[config.mk]
export PLATFORM = sky130hd
export DESIGN_NAME = nrz_stuff_top
export DESIGN_NICKNAME = d
export VERILOG_FILES = /design/src/rtl/nrz_stuff_pkg.sv /design/src/rtl/nrz_run_track.sv /design/src/rtl/nrz_stuff_tx.sv /design/src/rtl/nrz_stuff_rx.sv /design/src/rtl/nrz_stuff_top.sv
export SDC_FILE = /design/constraint.sdc
export NUM_CORES = 1
export LEC_CHECK = 0
export BUFFER_PORTS_ARGS = -buffer_cell sky130_fd_sc_hd__buf_2
export CORE_MARGIN = 2
export CORE_UTILIZATION = 52
export DETAILED_ROUTE_END_ITERATION = 7
export PLACE_DENSITY = 0.75
export SYNTH_ARGS = -nofsm -noshare
export SYNTH_HDL_FRONTEND = slang
export SYNTH_SLANG_ARGS = --single-unit
[constraint.sdc]
create_clock -name clk -period 2.2 [get_ports clk]
set_input_delay 0.33 -clock clk [delete_from_list [all_inputs] [get_ports clk]]
set_output_delay 0.33 -clock clk [all_outputs]
set_load 0.03 [all_outputs]
[src/rtl/nrz_stuff_pkg.sv]
// Package: shared definitions for the NRZ stuffer/destuffer pair.
// Assumes: a run limit of at least two bits.
package nrz_stuff_pkg;

    // Outcome of one received line bit
    typedef enum logic [1:0] {
        RX_IDLE = 2'd0,
        RX_KEEP = 2'd1,
        RX_DROP = 2'd2,
        RX_FAIL = 2'd3
    } rx_act_t;

    // Counter width needed to hold 0..limit
    function automatic int run_cnt_width(input int limit);
        return $clog2(limit + 1);
    endfunction

endpackage

[src/rtl/nrz_run_track.sv]
// Module: nrz_run_track
// Tracks the value and length of the current run of identical bits.
// Assumes: clr has priority over upd; the count saturates at RUN_LIMIT.
module nrz_run_track #(
    parameter int RUN_LIMIT = 5,
    parameter int CNT_W     = nrz_stuff_pkg::run_cnt_width(RUN_LIMIT)
) (
    input  logic             clk,
    input  logic             rst_n,
    input  logic             clr,
    input  logic             upd,
    input  logic             bit_in,
    output logic [CNT_W-1:0] run_len,
    output logic             run_val
);

    localparam logic [CNT_W-1:0] LIMIT_C = CNT_W'(RUN_LIMIT);
    localparam logic [CNT_W-1:0] ONE_C   = CNT_W'(1);

    // Run length and value update
    always_ff @(posedge clk) begin
        if (!rst_n || clr) begin
            run_len <= '0;
            run_val <= 1'b0;
        end else if (upd) begin
            run_val <= bit_in;
            if (run_len == '0 || bit_in != run_val)
                run_len <= ONE_C;
            else if (run_len != LIMIT_C)
                run_len <= run_len + ONE_C;
        end
    end

endmodule

[src/rtl/nrz_stuff_tx.sv]
// Module: nrz_stuff_tx
// Serialises payload bits onto the line. After RUN_LIMIT identical bits
// inside a frame, it emits one complementary bit and stalls the input
// for that slot.
// Assumes: bit_en is a single-cycle slot pulse; line outputs are registered.
module nrz_stuff_tx #(
    parameter int RUN_LIMIT = 5
) (
    input  logic clk,
    input  logic rst_n,
    input  logic frame_en,
    input  logic bit_en,
    input  logic tx_valid,
    input  logic tx_data,
    output logic tx_ready,
    output logic line_bit,
    output logic line_strobe
);

    localparam int CNT_W = nrz_stuff_pkg::run_cnt_width(RUN_LIMIT);
    localparam logic [CNT_W-1:0] LIMIT_C = CNT_W'(RUN_LIMIT);

    logic [CNT_W-1:0] run_len;
    logic             run_val;
    logic             stall;
    logic             emit;
    logic             next_bit;

    // Decide whether this slot carries a stuffed bit, a payload bit or nothing
    always_comb begin
        stall    = frame_en && (run_len == LIMIT_C);
        emit     = bit_en && (stall || tx_valid);
        next_bit = stall ? ~run_val : tx_data;
    end

    assign tx_ready = ~stall;

    nrz_run_track #(.RUN_LIMIT(RUN_LIMIT), .CNT_W(CNT_W)) u_run (
        .clk     (clk),
        .rst_n   (rst_n),
        .clr     (~frame_en),
        .upd     (emit),
        .bit_in  (next_bit),
        .run_len (run_len),
        .run_val (run_val)
    );

    // Register the line value and its strobe
    always_ff @(posedge clk) begin
        if (!rst_n) begin
            line_bit    <= 1'b0;
            line_strobe <= 1'b0;
        end else begin
            line_strobe <= emit;
            if (emit)
                line_bit <= next_bit;
        end
    end

endmodule

[src/rtl/nrz_stuff_rx.sv]
// Module: nrz_stuff_rx
// Removes stuffed bits from the received line. A repeat of the run value
// where a stuffed bit is due raises a one-cycle error and restarts the run.
// Assumes: rx_strobe is a single-cycle slot pulse; outputs are registered.
module nrz_stuff_rx #(
    parameter int RUN_LIMIT = 5
) (
    input  logic clk,
    input  logic rst_n,
    input  logic frame_en,
    input  logic rx_strobe,
    input  logic rx_line,
    output logic rx_valid,
    output logic rx_data,
    output logic stuff_err
);

    import nrz_stuff_pkg::*;

    localparam int CNT_W = run_cnt_width(RUN_LIMIT);
    localparam logic [CNT_W-1:0] LIMIT_C = CNT_W'(RUN_LIMIT);

    logic [CNT_W-1:0] run_len;
    logic             run_val;
    rx_act_t          act;

    // Classify the incoming bit
    always_comb begin
        act = RX_IDLE;
        if (rx_strobe) begin
            if (frame_en && run_len == LIMIT_C)
                act = (rx_line != run_val) ? RX_DROP : RX_FAIL;
            else
                act = RX_KEEP;
        end
    end

    nrz_run_track #(.RUN_LIMIT(RUN_LIMIT), .CNT_W(CNT_W)) u_run (
        .clk     (clk),
        .rst_n   (rst_n),
        .clr     (~frame_en || act == RX_FAIL),
        .upd     (act == RX_KEEP || act == RX_DROP),
        .bit_in  (rx_line),
        .run_len (run_len),
        .run_val (run_val)
    );

    // Register delivered data and error pulse
    always_ff @(posedge clk) begin
        if (!rst_n) begin
            rx_valid  <= 1'b0;
            rx_data   <= 1'b0;
            stuff_err <= 1'b0;
        end else begin
            rx_valid  <= (act == RX_KEEP);
            stuff_err <= (act == RX_FAIL);
            if (act == RX_KEEP)
                rx_data <= rx_line;
        end
    end

endmodule

[src/rtl/nrz_stuff_top.sv]
// Module: nrz_stuff_top
// Top of the stuffer/destuffer pair. The halves share only frame_en; the
// line is looped outside, so the receive input can be driven separately.
// Assumes: synchronous active-low reset; one bit per enable pulse.
module nrz_stuff_top #(
    parameter int RUN_LIMIT = 5
) (
    input  logic clk,
    input  logic rst_n,
    input  logic frame_en,
    input  logic bit_en,
    input  logic tx_valid,
    input  logic tx_data,
    output logic tx_ready,
    output logic line_bit,
    output logic line_strobe,
    input  logic rx_strobe,
    input  logic rx_line,
    output logic rx_valid,
    output logic rx_data,
    output logic stuff_err
);

    nrz_stuff_tx #(.RUN_LIMIT(RUN_LIMIT)) u_tx (
        .clk         (clk),
        .rst_n       (rst_n),
        .frame_en    (frame_en),
        .bit_en      (bit_en),
        .tx_valid    (tx_valid),
        .tx_data     (tx_data),
        .tx_ready    (tx_ready),
        .line_bit    (line_bit),
        .line_strobe (line_strobe)
    );

    nrz_stuff_rx #(.RUN_LIMIT(RUN_LIMIT)) u_rx (
        .clk       (clk),
        .rst_n     (rst_n),
        .frame_en  (frame_en),
        .rx_strobe (rx_strobe),
        .rx_line   (rx_line),
        .rx_valid  (rx_valid),
        .rx_data   (rx_data),
        .stuff_err (stuff_err)
    );

endmodule

# Yosys cells after proc, flatten, opt, wreduce, memory -nomap -nowiden

Cells that the tools add are included.
W data, S select, Z words.

Flip-flop bits (word level): 13
Bits of input ports: 8
Output and inout port bits: 6

Add/sub/neg operators: 2
Equality and inequality tests: 9
Muxes and demuxes: 8
Bitwise operators: 3
Reduce and logical (&&, ||, !) cells: 17

Operators with widths:

| operator              | count |
|---|---|
| $mux W3               | 4 |
| $logic_or A1 B1 Y1    | 7 |
| $add A3 B1 Y3 const B | 2 |
| $eq A3 B3 Y1 const B  | 2 |
| $logic_not A3 Y1      | 2 |
| $ne A3 B3 Y1 const B  | 2 |
| $eq A2 B2 Y1 const B  | 2 |
| $mux W2               | 2 |
| $reduce_and A2 Y1     | 2 |
| $reduce_bool A2 Y1    | 2 |
| $logic_and A1 B1 Y1   | 3 |
| $not A1 Y1            | 3 |
| $eq A2 B1 Y1 const B  | 1 |
| $mux W1               | 2 |
| $ne A1 B1 Y1          | 2 |
| $logic_not A1 Y1      | 1 |

# Depth between registers and ports, before layout

Gate-level depths: netlist of the first run.

Depth after elaboration: 7
Depth in mapped cells: 9
Depth with buffers taken out: 9

# Cells and area by module

A second synthesis of the first run with hierarchy kept.

Cells, all modules: 82
Area total of the unflattened synthesis: 763.2 µm²

By module, submodules not included:

| module        | times used | cells each | area each (µm²) |
|---|---|---|---|
| nrz_run_track | 2          | 26         | 239.0 |
| nrz_stuff_rx  | 1          | 15         | 160.2 |
| nrz_stuff_tx  | 1          | 15         | 125.1 |

# Least setup slack after synthesis of the first run

OpenSTA, ideal clock, no wires.

Kind: register to register
Start: register u_rx.u_run.run_val
End: register u_rx.u_run.run_len[0]
Data arrival time: 1749 ps
Setup slack: 336 ps
Cell stages (with the launch flop): 7
Path buffers: 0
Period minus slack after synthesis: 1864 ps
Cells stage by stage: dfxtp_1 xor2_2 a41oi_1 ha_1 o21ai_2 or4_1 and3_1

Word-level cells in the longest chain between the ends: 7
Elaborated cells on any way between the ends: 14
Those cells by class: eq/ne: 4; mux: 4; reduce/logical: 6

Ends and longest elaborated chain:

| item                                                | RTL line            | text |
|---|---|---|
| start: declaration                                  | nrz_run_track.sv:14 | `output logic run_val` |
| start signal: assignment                            | nrz_run_track.sv:26 | `run_val <= bit_in;` |
| $ne A1 B1 Y1 (*)                                    | nrz_stuff_rx.sv:32  | `act = (rx_line != run_val) ? RX_DROP : RX_FAIL;` |
| $mux W1 (*)                                         | nrz_stuff_rx.sv:32  |  |
| $mux W2 (*)                                         | nrz_stuff_rx.sv:31  | `if (frame_en && run_len == LIMIT_C)` |
| $mux W2 (*)                                         | nrz_stuff_rx.sv:30  | `if (rx_strobe) begin` |
| $eq A2 B1 Y1 / $eq A2 B2 Y1 (equally long branches) | nrz_stuff_rx.sv:42  | `.upd (act == RX_KEEP \|\| act == RX_DROP),` |
| $logic_or A1 B1 Y1 (*)                              | nrz_stuff_rx.sv:42  |  |
| via u_rx.u_run.upd                                  | nrz_run_track.sv:11 | `input logic upd,` |
| $reduce_and A2 Y1 (no line) (*)                     | --                  |  |
| end signal: assignment                              | nrz_run_track.sv:30 | `run_len <= run_len + ONE_C;` |
| end: declaration                                    | nrz_run_track.sv:13 | `output logic [CNT_W-1:0] run_len,` |

The timed path passes the listed nets; every way through them passes the cells marked *.
A chain may end at the register's enable or synchronous reset.

# Worst setup path in the final report of the first run

Ends and elaborated chain as after synthesis.

==> Implementation_results.wiki, run 1 <==
{| class="wikitable"
! Metric !! Value
|-
| Result of the run || finished clean
|-
| Library cell occupying the most area in the post-synthesis netlist || dfxtp_1
|-
| Tmin final || 1.97 ns
|-
| Reg-to-reg critical path endpoint || u_rx.u_run.run_len[0]
|-
| Overall power of the completed layout || 0.451 mW
|-
| Max-Cap Viols || 0
|-
| Worst hold path cell count || 3
|-
| Hold violation count in the final report || 0
|-
| Post-Synthesis Cells || 83
|-
| Required time of the critical path || 2.37 ns
|-
| CP Launch Type || register
|-
| Placement Cell Area || 815 sq um
|-
| Hold_ws || 0.363 ns
|-
| # fillers || 111
|-
| Setup repair after global routing missed its margin || false
|-
| Number of enable-type register cells in the synthesized netlist || 0
|-
| DP Cell Count || 110
|-
| Reported leakage power || 0.376 nW
|-
| Dominant cells by area after synthesis || dfxtp_1 (35%), ha_1 (14%), inv_1 (4.6%), mux2i_1 (4.1%), a21oi_1 (2.7%)
|-
| Pins over their slew limit || 0
|-
| H-tree depth reported by CTS || 1
|-
| Global-route wire length before repair || 2.19 mm
|-
| Slowest cell on the critical path || ha_1
|-
| Count of cell types in the netlist || 30
|-
| Post-Synthesis Mean Instance Area || 8.86 sq um
|-
| R2R depth || 6
|-
| Worst min path class || input pin to register
|-
| Number of clock sinks || 13
|-
| PostCTS Resize Cnt || 0
|-
| DIE AREA || 1730 sq um
|-
| NumNets Final || 116
|-
| Clock latency on the worst-skew pair || 0.27 ns
|-
| Die W || 41.6 um
|-
| Reg-to-Reg Start || u_rx.u_run.run_val
|-
| Data arrival time of the critical path || 2.14 ns
|-
| Vias per cell || 5.41
|-
| Number of nets with antenna violations after routing || 0
|-
| Routed vias || 617
|-
| Ratio of final minimum period to clock period || 89.7%
|-
| Achievable frequency || 507 MHz
|-
| Highest fanout seen on the critical path || 6
|-
| Maximum clock skew at final layout || 0.00279 ns
|-
| #FFs+latches synth || 13
|-
| Type of the worst setup path || register to register
|-
| Iteration count of the initial detailed-routing pass || 4
|-
| Core Rows || 13
|-
| Top cell type's share of synthesized area || 35.4%
|-
| Setup crit end kind || register
|-
| Max-Slew Margin vs Limit || 75.2%
|-
| Count of boundary I/O pins || 14
|-
| Fin worst setup slack || 0.227 ns
|-
| Buffer depth of the longest clock path || 2
|-
| End point of the worst hold path || u_tx.u_run.run_len[2]
|-
| DR iter-0 viols || 8
|-
| Worst slew pin tran || 0.371 ns
|-
| Register-to-register setup slack || 0.23 ns
|-
| Sequential-to-total area share from yosys stat || 35.4%
|-
| Summed instance area of the synthesized netlist || 736 sq um
|-
| Pre-CTS setup slack || 0.0959 ns
|-
| Final-layout setup total negative slack || 0 ns
|-
| Antenna violations before repair || 0
|-
| Share of synthesized flip-flops with an asynchronous set or reset || 0%
|-
| Share of final-layout standard cells stronger than drive strength 1 || 18.2%
|-
| Effective utilization at floorplan || 55.8%
|-
| Maximum single-stage delay on the critical path || 0.40 ns
|-
| DRC violations left || 0
|-
| Layout Cell Area excl Fill || 841 sq um
|-
| Placed wire-length estimate after detailed placement || 1.02 mm
|-
| Number of global-route vias before repair || 504
|-
| Worst setup path startpoint || u_rx.u_run.run_val
|-
| Layout overhead on the synthesized area || 14.3%
|-
| Maximum vdd drop || 0.264 mV
|-
| Routed wire per std cell || 11.5 um
|-
| Pwr Density || 536 nW/um^2
|-
| Clock root buffer || clkbuf_4
|-
| Post-CTS Setup Repair Bufs || 0
|-
| Source of the worst hold timing path || tx_valid
|-
| Crit path cell chain || xor2_2 > a41oi_1 > ha_1 > o21ai_2 > or4_1 > and3_1
|-
| GPL Wtd Cong || 0.846
|-
| Wirelength, routed || 1.32 mm
|-
| Pin count of the biggest net entering global routing || 12
|-
| Total track usage || 16.8%
|-
| Worst-path clk slew || 0.08 ns
|-
| Number of inserted diodes || 0
|-
| Port Buffer Count || 13
|-
| TritonCTS clock tree || done
|-
| Final core utilization || 63.8%
|-
| Hold-fix buffer count after cts || 0
|-
| Vert. Die Dim || 41.6 um
|-
| Total grt overflow || 0
|-
| Number of buffers added by the clock tree synthesis step || 3
|-
| Net count of the mapped netlist || 99
|-
| Final instance count without filler cells || 114
|-
| Setup Viol. Count Final || 0
|-
| Number of warnings printed during yosys synthesis || 0
|-
| Floorplan core area || 1320 sq um
|-
| Main synth FF type || dfxtp_1
|}
report_power, final:
part	switching [mW]	internal, mW	total [mW]
clock	0.0736	0.0701	0.144
combinational	0.0378	0.0236	0.0613
sequential	0.00376	0.242	0.245
total	0.115	0.335	0.451
kinds of logic after synthesis:
kind of cell	synth area share (%)
buf+inv	5.27
compound gates	17.7
xor+xnor	3.40
mux	4.08
flops	35.4
simple gates	20.6
fa+ha+maj	13.6
worst max path at each step:
stage / end
3_3_place_gp: u_rx.u_run.run_len[0]
5_1_grt: u_rx.u_run.run_len[0]
6_report: u_rx.u_run.run_len[0]
2_1_floorplan: u_rx.u_run.run_len[0]
3_5_place_dp: u_rx.u_run.run_len[0]
4_1_cts: u_rx.u_run.run_len[0]
worst max-delay path: cells and delay by family, from the launching register on:
family	cells	cell delay [ns]
simple gates	2	0.57
compound gates	2	0.28
flops	1	0.37
xor+xnor	1	0.26
fa+ha+maj	1	0.40
cell usage after synthesis, drive strengths merged (3+ instances only):
master	instances
nor2	3
inv	9
nand2	5
nand3	4
and2	3
nor2b	3
a21oi	4
dfxtp	13
nor3	3
ha	8
mux2i	3
o21ai	5
cells in the final DEF, fill, tap and decap left out, types with 2 or more instances in the layout:
cell type	netlist	routed
a211oi_1	2	2
a21oi_1	4	4
a31oi_1	2	2
and2_1	3	3
buf_2	1	13
clkbuf_4	0	3
dfxtp_1	13	13
ha_1	8	8
inv_1	9	9
mux2i_1	3	3
nand2_1	5	5
nand3_1	4	4
nor2_1	3	3
nor2b_1	3	3
nor3_1	3	3
o211a_1	2	2
o21ai_0	4	4
layer usage:
metal / GRT usage, % / share of wire, % / wire length [um]
met4: 11.6 / 1.1 / 14
met1: 20.9 / 50 / 653
met5: 0 / 0 / 0
met2: 26.3 / 46 / 600
met3: 2.61 / 3.6 / 48
registers in the layout, indices dropped and copies added, names as in the netlist:
| signal | count |
|---|---|
| u_rx.u_run.run_val | 1 |
| u_rx.rx_valid | 1 |
| u_tx.u_run.run_val | 1 |
| u_tx.line_bit | 1 |
| u_rx.u_run.run_len | 3 |
| u_tx.line_strobe | 1 |
| u_rx.rx_data | 1 |
| u_rx.stuff_err | 1 |
| u_tx.u_run.run_len | 3 |
final cells by class:
type / count / area (sq um) / share of cell area, %
sequential: 13 / 260 / 31.0
timing repair buffer: 13 / 65.1 / 7.74
inverter: 9 / 33.8 / 4.02
tap: 15 / 18.8 / 2.23
multi-input combinational: 60 / 437 / 51.9
clock buffer: 4 / 26.3 / 3.13
(Power assumes the default switching activity.)
==> inputs of run 2 (changes only) <==
--- a/config.mk
+++ b/config.mk
@@ -7,9 +7,11 @@
 export LEC_CHECK = 0
 export BUFFER_PORTS_ARGS = -buffer_cell sky130_fd_sc_hd__buf_2
 export CORE_MARGIN = 2
-export CORE_UTILIZATION = 52
+export CORE_UTILIZATION = 35
+export CTS_BUF_LIST = sky130_fd_sc_hd__clkbuf_16
 export DETAILED_ROUTE_END_ITERATION = 7
-export PLACE_DENSITY = 0.75
+export GPL_ROUTABILITY_DRIVEN = 0
+export PLACE_DENSITY = 0.54
 export SYNTH_ARGS = -nofsm -noshare
 export SYNTH_HDL_FRONTEND = slang
 export SYNTH_SLANG_ARGS = --single-unit
==> run 2 against run 1 <==
Register-to-register slack worse by 0.02 ns; final cell count up 11%; die area up 43%; non-clock buffer count unchanged; global-route usage down 2.6 points; critical path depth unchanged.
==> Implementation_results.wiki, run 2 (synthesis results as in run 1) <==
{| class="wikitable"
! Metric !! Value
|-
| Part of the power in the clock network || 52.4% (+21 points)
|-
| Share of final-layout standard cells stronger than drive strength 1 || 18.2% (unchanged)
|-
| FF+latch area || 260 sq um (unchanged)
|-
| Met2 usage || 22.2% (-4.0 points)
|-
| Core Rows || 16 (+3)
|-
| CP Launch Type || register
|-
| Share of total power consumed by net switching || 21.9% (-3.7 points)
|-
| Pre-CTS setup slack || 0.0982 ns (+0.00226 ns)
|-
| Effective utilization at floorplan || 37.1% (-19 points)
|-
| Max-Slew Margin vs Limit || 73.6% (-1.6 points)
|-
| Port Buffer Count || 13 (unchanged)
|-
| Worst slew pin tran || 0.395 ns (+0.0240 ns)
|-
| Clock root buffer || clkbuf_16
|-
| PostCTS Resize Cnt || 0 (unchanged)
|-
| Routed vias || 632 (+2.4%)
|-
| Total track usage || 14.2% (-2.6 points)
|-
| Achievable frequency || 502 MHz (-0.96%)
|-
| Total grt overflow || 0 (unchanged)
|-
| Met1 Use GR || 16.9% (-3.9 points)
|-
| Max-Cap Viols || 0 (unchanged)
|-
| Number of global-route vias before repair || 601 (+19%)
|-
| Sequential share of power || 38.1% (-16 points)
|-
| Routed wire per std cell || 11.6 um (+0.45%)
|-
| Iteration count of the initial detailed-routing pass || 3 (-1)
|-
| Pins over their slew limit || 0 (unchanged)
|-
| Final-layout setup total negative slack || 0 ns (unchanged)
|-
| Tmin final || 1.99 ns (+0.0192 ns)
|-
| Maximum vdd drop || 0.376 mV (+42%)
|-
| DIE AREA || 2480 sq um (+43%)
|-
| Pin count of the biggest net entering global routing || 12 (unchanged)
|-
| Count of boundary I/O pins || 14 (unchanged)
|-
| Layout overhead on the synthesized area || 23.5%
|-
| Leading cell types in the layout, fill and taps excluded || buf_2 (13), dfxtp_1 (13), inv_1 (10)
|-
| Vias per cell || 5.02 (-7.3%)
|-
| Number of clock sinks || 13 (unchanged)
|-
| Number of buffers added by the clock tree synthesis step || 3 (unchanged)
|-
| Ratio of final minimum period to clock period || 90.6% (+0.87 points)
|-
| TritonCTS clock tree || done
|-
| Reported leakage power || 0.404 nW (+7.3%)
|-
| Area of the multi-input gates || 437 sq um (unchanged)
|-
| Met3 Track Usage GR || 4.55% (+1.9 points)
|-
| Setup repair after global routing missed its margin || false
|-
| Worst-path clk slew || 0.05 ns (-0.03 ns)
|-
| DRC violations left || 0 (unchanged)
|-
| Fin worst setup slack || 0.207 ns (-0.0192 ns)
|-
| Maximum clock skew at final layout || 0.000908 ns (-0.00188 ns)
|-
| Number of nets with antenna violations after routing || 0 (unchanged)
|-
| Global-route wire length before repair || 2.64 mm (+20%)
|-
| Die W || 49.8 um (+20%)
|-
| Floorplan core area || 1980 sq um (+50%)
|-
| Pwr Density || 713 nW/um^2 (+33%)
|-
| # fillers || 203 (+83%)
|-
| Wirelength, routed || 1.46 mm (+11%)
|-
| Clock latency on the worst-skew pair || 0.24 ns (-0.03 ns)
|-
| Hold violation count in the final report || 0 (unchanged)
|-
| Number of inserted diodes || 0 (unchanged)
|-
| Total internal power || 0.506 mW (+51%)
|-
| Result of the run || finished clean
|-
| DR iter-0 viols || 7 (-1)
|-
| Data arrival time of the critical path || 2.13 ns (about the same)
|-
| Antenna violations before repair || 0 (unchanged)
|-
| Hold-fix buffer count after cts || 0 (unchanged)
|-
| H-tree depth reported by CTS || 1 (unchanged)
|-
| Buffer depth of the longest clock path || 2 (unchanged)
|-
| Biggest regs || u_rx.u_run.run_len (3), u_tx.u_run.run_len (3)
|-
| Type of the worst setup path || register to register
|-
| Net load switching power || 0.142 mW (+23%)
|-
| NumNets Final || 116 (unchanged)
|-
| Post-CTS Setup Repair Bufs || 0 (unchanged)
|-
| Vert. Die Dim || 49.8 um (+20%)
|-
| Setup crit end kind || register
|-
| Routing layer with the top usage in global route || met2
|-
| Placed wire-length estimate after detailed placement || 1.09 mm (+7.0%)
|-
| Worst min path class || input pin to register
|-
| Gate power share || 9.6% (-4.0 points)
|-
| Required time of the critical path || 2.33 ns (-0.04 ns)
|-
| Highest fanout seen on the critical path || 6 (unchanged)
|-
| Setup Viol. Count Final || 0 (unchanged)
|}
[run 2: area by class of cell]
type / instances / share of cell area [%]
flip-flops and latches: 13 / 28.7
clock buffers: 3 / 8.26
inverters: 9 / 3.72
well taps: 27 / 3.72
repair buffers: 13 / 7.16
clock inverters: 1 / 0.413
multi-input cells: 60 / 48.1
[run 2: stage by stage]
step	hold slack, ns	instances	utilization [%]	cell area, sq um	power [mW]
2_1_floorplan	0.452	83	-	736	0.292
3_3_place_gp	0.487	122	41.9	830	0.312
3_5_place_dp	0.485	122	41.9	830	0.313
4_1_cts	0.386	126	45.8	908	0.658
5_1_grt	0.391	126	45.8	908	0.674
6_report	0.401	126	45.8	908	0.648
[run 2: worst paths after layout]
check	from	end	slack (ns)	depth (start not counted)
max	u_rx.u_run.run_val	u_rx.u_run.run_len[0]	0.21	6
min	tx_valid	u_tx.u_run.run_len[2]	0.40	3
max reg2reg	u_rx.u_run.run_val	u_rx.u_run.run_len[0]	0.21	6
min reg2reg	u_tx.line_bit	u_tx.line_bit	0.50	1
[run 2: critical path, stage by stage, from the launching register on]
cell,delay [ns]
dfxtp_1,0.36
xor2_2,0.28
a41oi_1,0.19
ha_1,0.40
o21ai_2,0.10
or4_1,0.39
and3_1,0.17
[run 2: power groups by stage]
stage	Combinational (mW)	Sequential, mW	Clock (mW)
2_1_floorplan	0.0334	0.259	0
3_5_place_dp	0.0618	0.251	0
4_1_cts	0.0624	0.247	0.349
5_1_grt	0.0685	0.247	0.358
3_3_place_gp	0.0612	0.251	0
6_report	0.0621	0.247	0.339
[run 2: routing by layer]
| metal | vias up | wire [um] | part of all wire, % |
|---|---|---|---|
| met4 | 0 | 19 | 1.3 |
| met2 | 15 | 659 | 45 |
| met3 | 2 | 78 | 5.3 |
| met1 | 287 | 704 | 48 |
| met5 | - | 0 | 0 |
| li1 | 328 | - | - |
==> inputs of run 3 (changes only) <==
==> constraint.sdc (replaced) <==
create_clock -name clk -period 1.95 [get_ports clk]
set_input_delay 0.2925 -clock clk [delete_from_list [all_inputs] [get_ports clk]]
set_output_delay 0.2925 -clock clk [all_outputs]
set_load 0.03 [all_outputs]
==> run 3 against run 2 <==
Non-clock buffer count grew 3; via count grew 3.5%; global-route usage shrank 1.3 points; power grew 13%; critical path type unchanged; critical endpoint unchanged; highest routed layer unchanged.
==> Implementation_results.wiki, run 3 (synthesis results as in run 1) <==
{| class="wikitable"
! Metric !! Value
|-
| Result of the run || finished clean
|-
| Type of the worst setup path || register to register
|-
| Vert. Die Dim || 49.8 um (unchanged)
|-
| Core Rows || 16 (unchanged)
|-
| Source of the worst hold timing path || tx_valid
|-
| DIE AREA || 2480 sq um (unchanged)
|-
| Required time of the critical path || 2.08 ns (-0.25 ns)
|-
| Vias per cell || 5.07 (+1.1%)
|-
| Buffer depth of the longest clock path || 2 (unchanged)
|-
| Global-route wire length before repair || 2.42 mm (-8.3%)
|-
| Maximum clock skew at final layout || 0.00185 ns (+0.000942 ns)
|-
| Worst setup path startpoint || u_rx.u_run.run_len[1]
|-
| Worst slew pin tran || 0.418 ns (+0.0236 ns)
|-
| Number of inserted diodes || 0 (unchanged)
|-
| Antenna violations before repair || 0 (unchanged)
|-
| Setup repair after global routing missed its margin || false
|-
| Highest fanout seen on the critical path || 4 (-2)
|-
| Data arrival time of the critical path || 1.98 ns (-0.15 ns)
|-
| Ratio of final minimum period to clock period || 95.0% (+4.4 points)
|-
| Biggest regs || u_rx.u_run.run_len (3), u_tx.u_run.run_len (3)
|-
| Max-Slew Margin vs Limit || 72.0% (-1.6 points)
|-
| PostCTS Resize Cnt || 0 (unchanged)
|-
| Final instance count without filler cells || 129 (+2.4%)
|-
| Number of clock sinks || 13 (unchanged)
|-
| Hold violation count in the final report || 0 (unchanged)
|-
| H-tree depth reported by CTS || 1 (unchanged)
|-
| Port Buffer Count || 13 (unchanged)
|-
| DR iter-0 viols || 8 (+1)
|-
| Setup Viol. Count Final || 0 (unchanged)
|-
| DRC violations left || 0 (unchanged)
|-
| Clock root buffer || clkbuf_16
|-
| Pwr Density || 778 nW/um^2 (+9.1%)
|-
| Post-CTS Setup Repair Bufs || 0 (unchanged)
|-
| Layout overhead on the synthesized area || 27.7%
|-
| Reg-to-Reg Start || u_rx.u_run.run_len[1]
|-
| Clock latency on the worst-skew pair || 0.24 ns (about the same)
|-
| NumNets Final || 119 (+2.6%)
|-
| Setup crit end kind || register
|-
| Leading cell types in the layout, fill and taps excluded || buf_2 (13), dfxtp_1 (13), inv_1 (9)
|-
| Share of final-layout standard cells stronger than drive strength 1 || 22.5% (+4.4 points)
|-
| Maximum vdd drop || 0.338 mV (-10%)
|-
| Total track usage || 12.9% (-1.3 points)
|-
| DP Cell Count || 125 (+2.5%)
|-
| Iteration count of the initial detailed-routing pass || 4 (+1)
|-
| Tmin final || 1.85 ns (-0.141 ns)
|-
| CP Launch Type || register
|-
| Total grt overflow || 0 (unchanged)
|-
| Number of buffers added by the clock tree synthesis step || 3 (unchanged)
|-
| Count of boundary I/O pins || 14 (unchanged)
|-
| Worst-path clk slew || 0.04 ns (about the same)
|-
| Wirelength, routed || 1.47 mm (+0.68%)
|-
| Number of nets with antenna violations after routing || 0 (unchanged)
|-
| Placed wire-length estimate after detailed placement || 1.11 mm (+2.1%)
|-
| Die W || 49.8 um (unchanged)
|-
| Floorplan core area || 1980 sq um (unchanged)
|-
| Worst min path class || input pin to register
|-
| Routed wire per std cell || 11.4 um (-1.7%)
|-
| Pins over their slew limit || 0 (unchanged)
|-
| Effective utilization at floorplan || 37.1% (unchanged)
|-
| Pin count of the biggest net entering global routing || 10 (-2)
|-
| Placement Cell Area || 852 sq um (+2.7%)
|-
| Final-layout setup total negative slack || 0 ns (unchanged)
|-
| Number of global-route vias before repair || 595 (-1.0%)
|-
| Achievable frequency || 540 MHz (+7.6%)
|-
| TritonCTS clock tree || done
|-
| Reported leakage power || 0.417 nW (+3.3%)
|-
| Hold-fix buffer count after cts || 0 (unchanged)
|-
| Layout Cell Area excl Fill || 940 sq um (+3.4%)
|-
| Routed vias || 654 (+3.5%)
|-
| Max-Cap Viols || 0 (unchanged)
|}
[run 3: cell types whose count changed in the layout (fill, tap and decap cells not counted), sizes merged]
cell	previous run	this run
buf	13	16
clkinv	0	1
inv	10	9
[run 3: report_power, final]
part / switching (mW) / internal (mW) / leakage (nW)
Combinational: 0.0456 / 0.0313 / 0.270
Sequential: 0.00435 / 0.274 / 0.106
Clock: 0.104 / 0.272 / 0.0409
[run 3: final cells by class]
type | count | area, sq um
clock buffer | 3 | 75.1
inverter | 9 | 33.8
clock inverter | 1 | 5.00
sequential | 13 | 260
fill | 196 | 1040
multi-input combinational | 60 | 444
tap | 27 | 33.8
timing repair buffer | 16 | 87.6
[run 3: critical path: stages, from the launching register on]
cell	delay [ns]
dfxtp_1	0.31
inv_1	0.08
ha_1	0.23
a41oi_2	0.15
ha_1	0.34
o21ai_2	0.07
or4_1	0.38
and3_1	0.18
[run 3: path summary, 6_finish.rpt]
path	to	slack, ns	depth (start not counted)
max	u_rx.u_run.run_len[0]	0.1	7
min	u_tx.u_run.run_len[2]	0.36	3
max reg2reg	u_rx.u_run.run_len[0]	0.1	7
min reg2reg	u_tx.line_bit	0.49	1
[run 3: per-stage QoR]
stage               utilization [%]  setup WS, ns  power, mW  hold slack [ns]
finish                         47.4        0.0981      0.731            0.363
global route                   47.4        0.0125      0.769            0.369
CTS                            47.0        0.0769      0.746            0.355
detailed placement             43.0        0.0982      0.359            0.483
global placement               43.0         0.123      0.359            0.487
floorplan                         -        0.0856      0.330            0.414
[run 3: routing by layer]
layer | track usage (%) | up-vias | share of wire [%]
met5 | 0 | - | 0
met4 | 8.33 | 0 | 2.1
met3 | 3.64 | 4 | 7.0
met2 | 19.6 | 22 | 41
met1 | 15.9 | 294 | 49
li1 | - | 334 | -
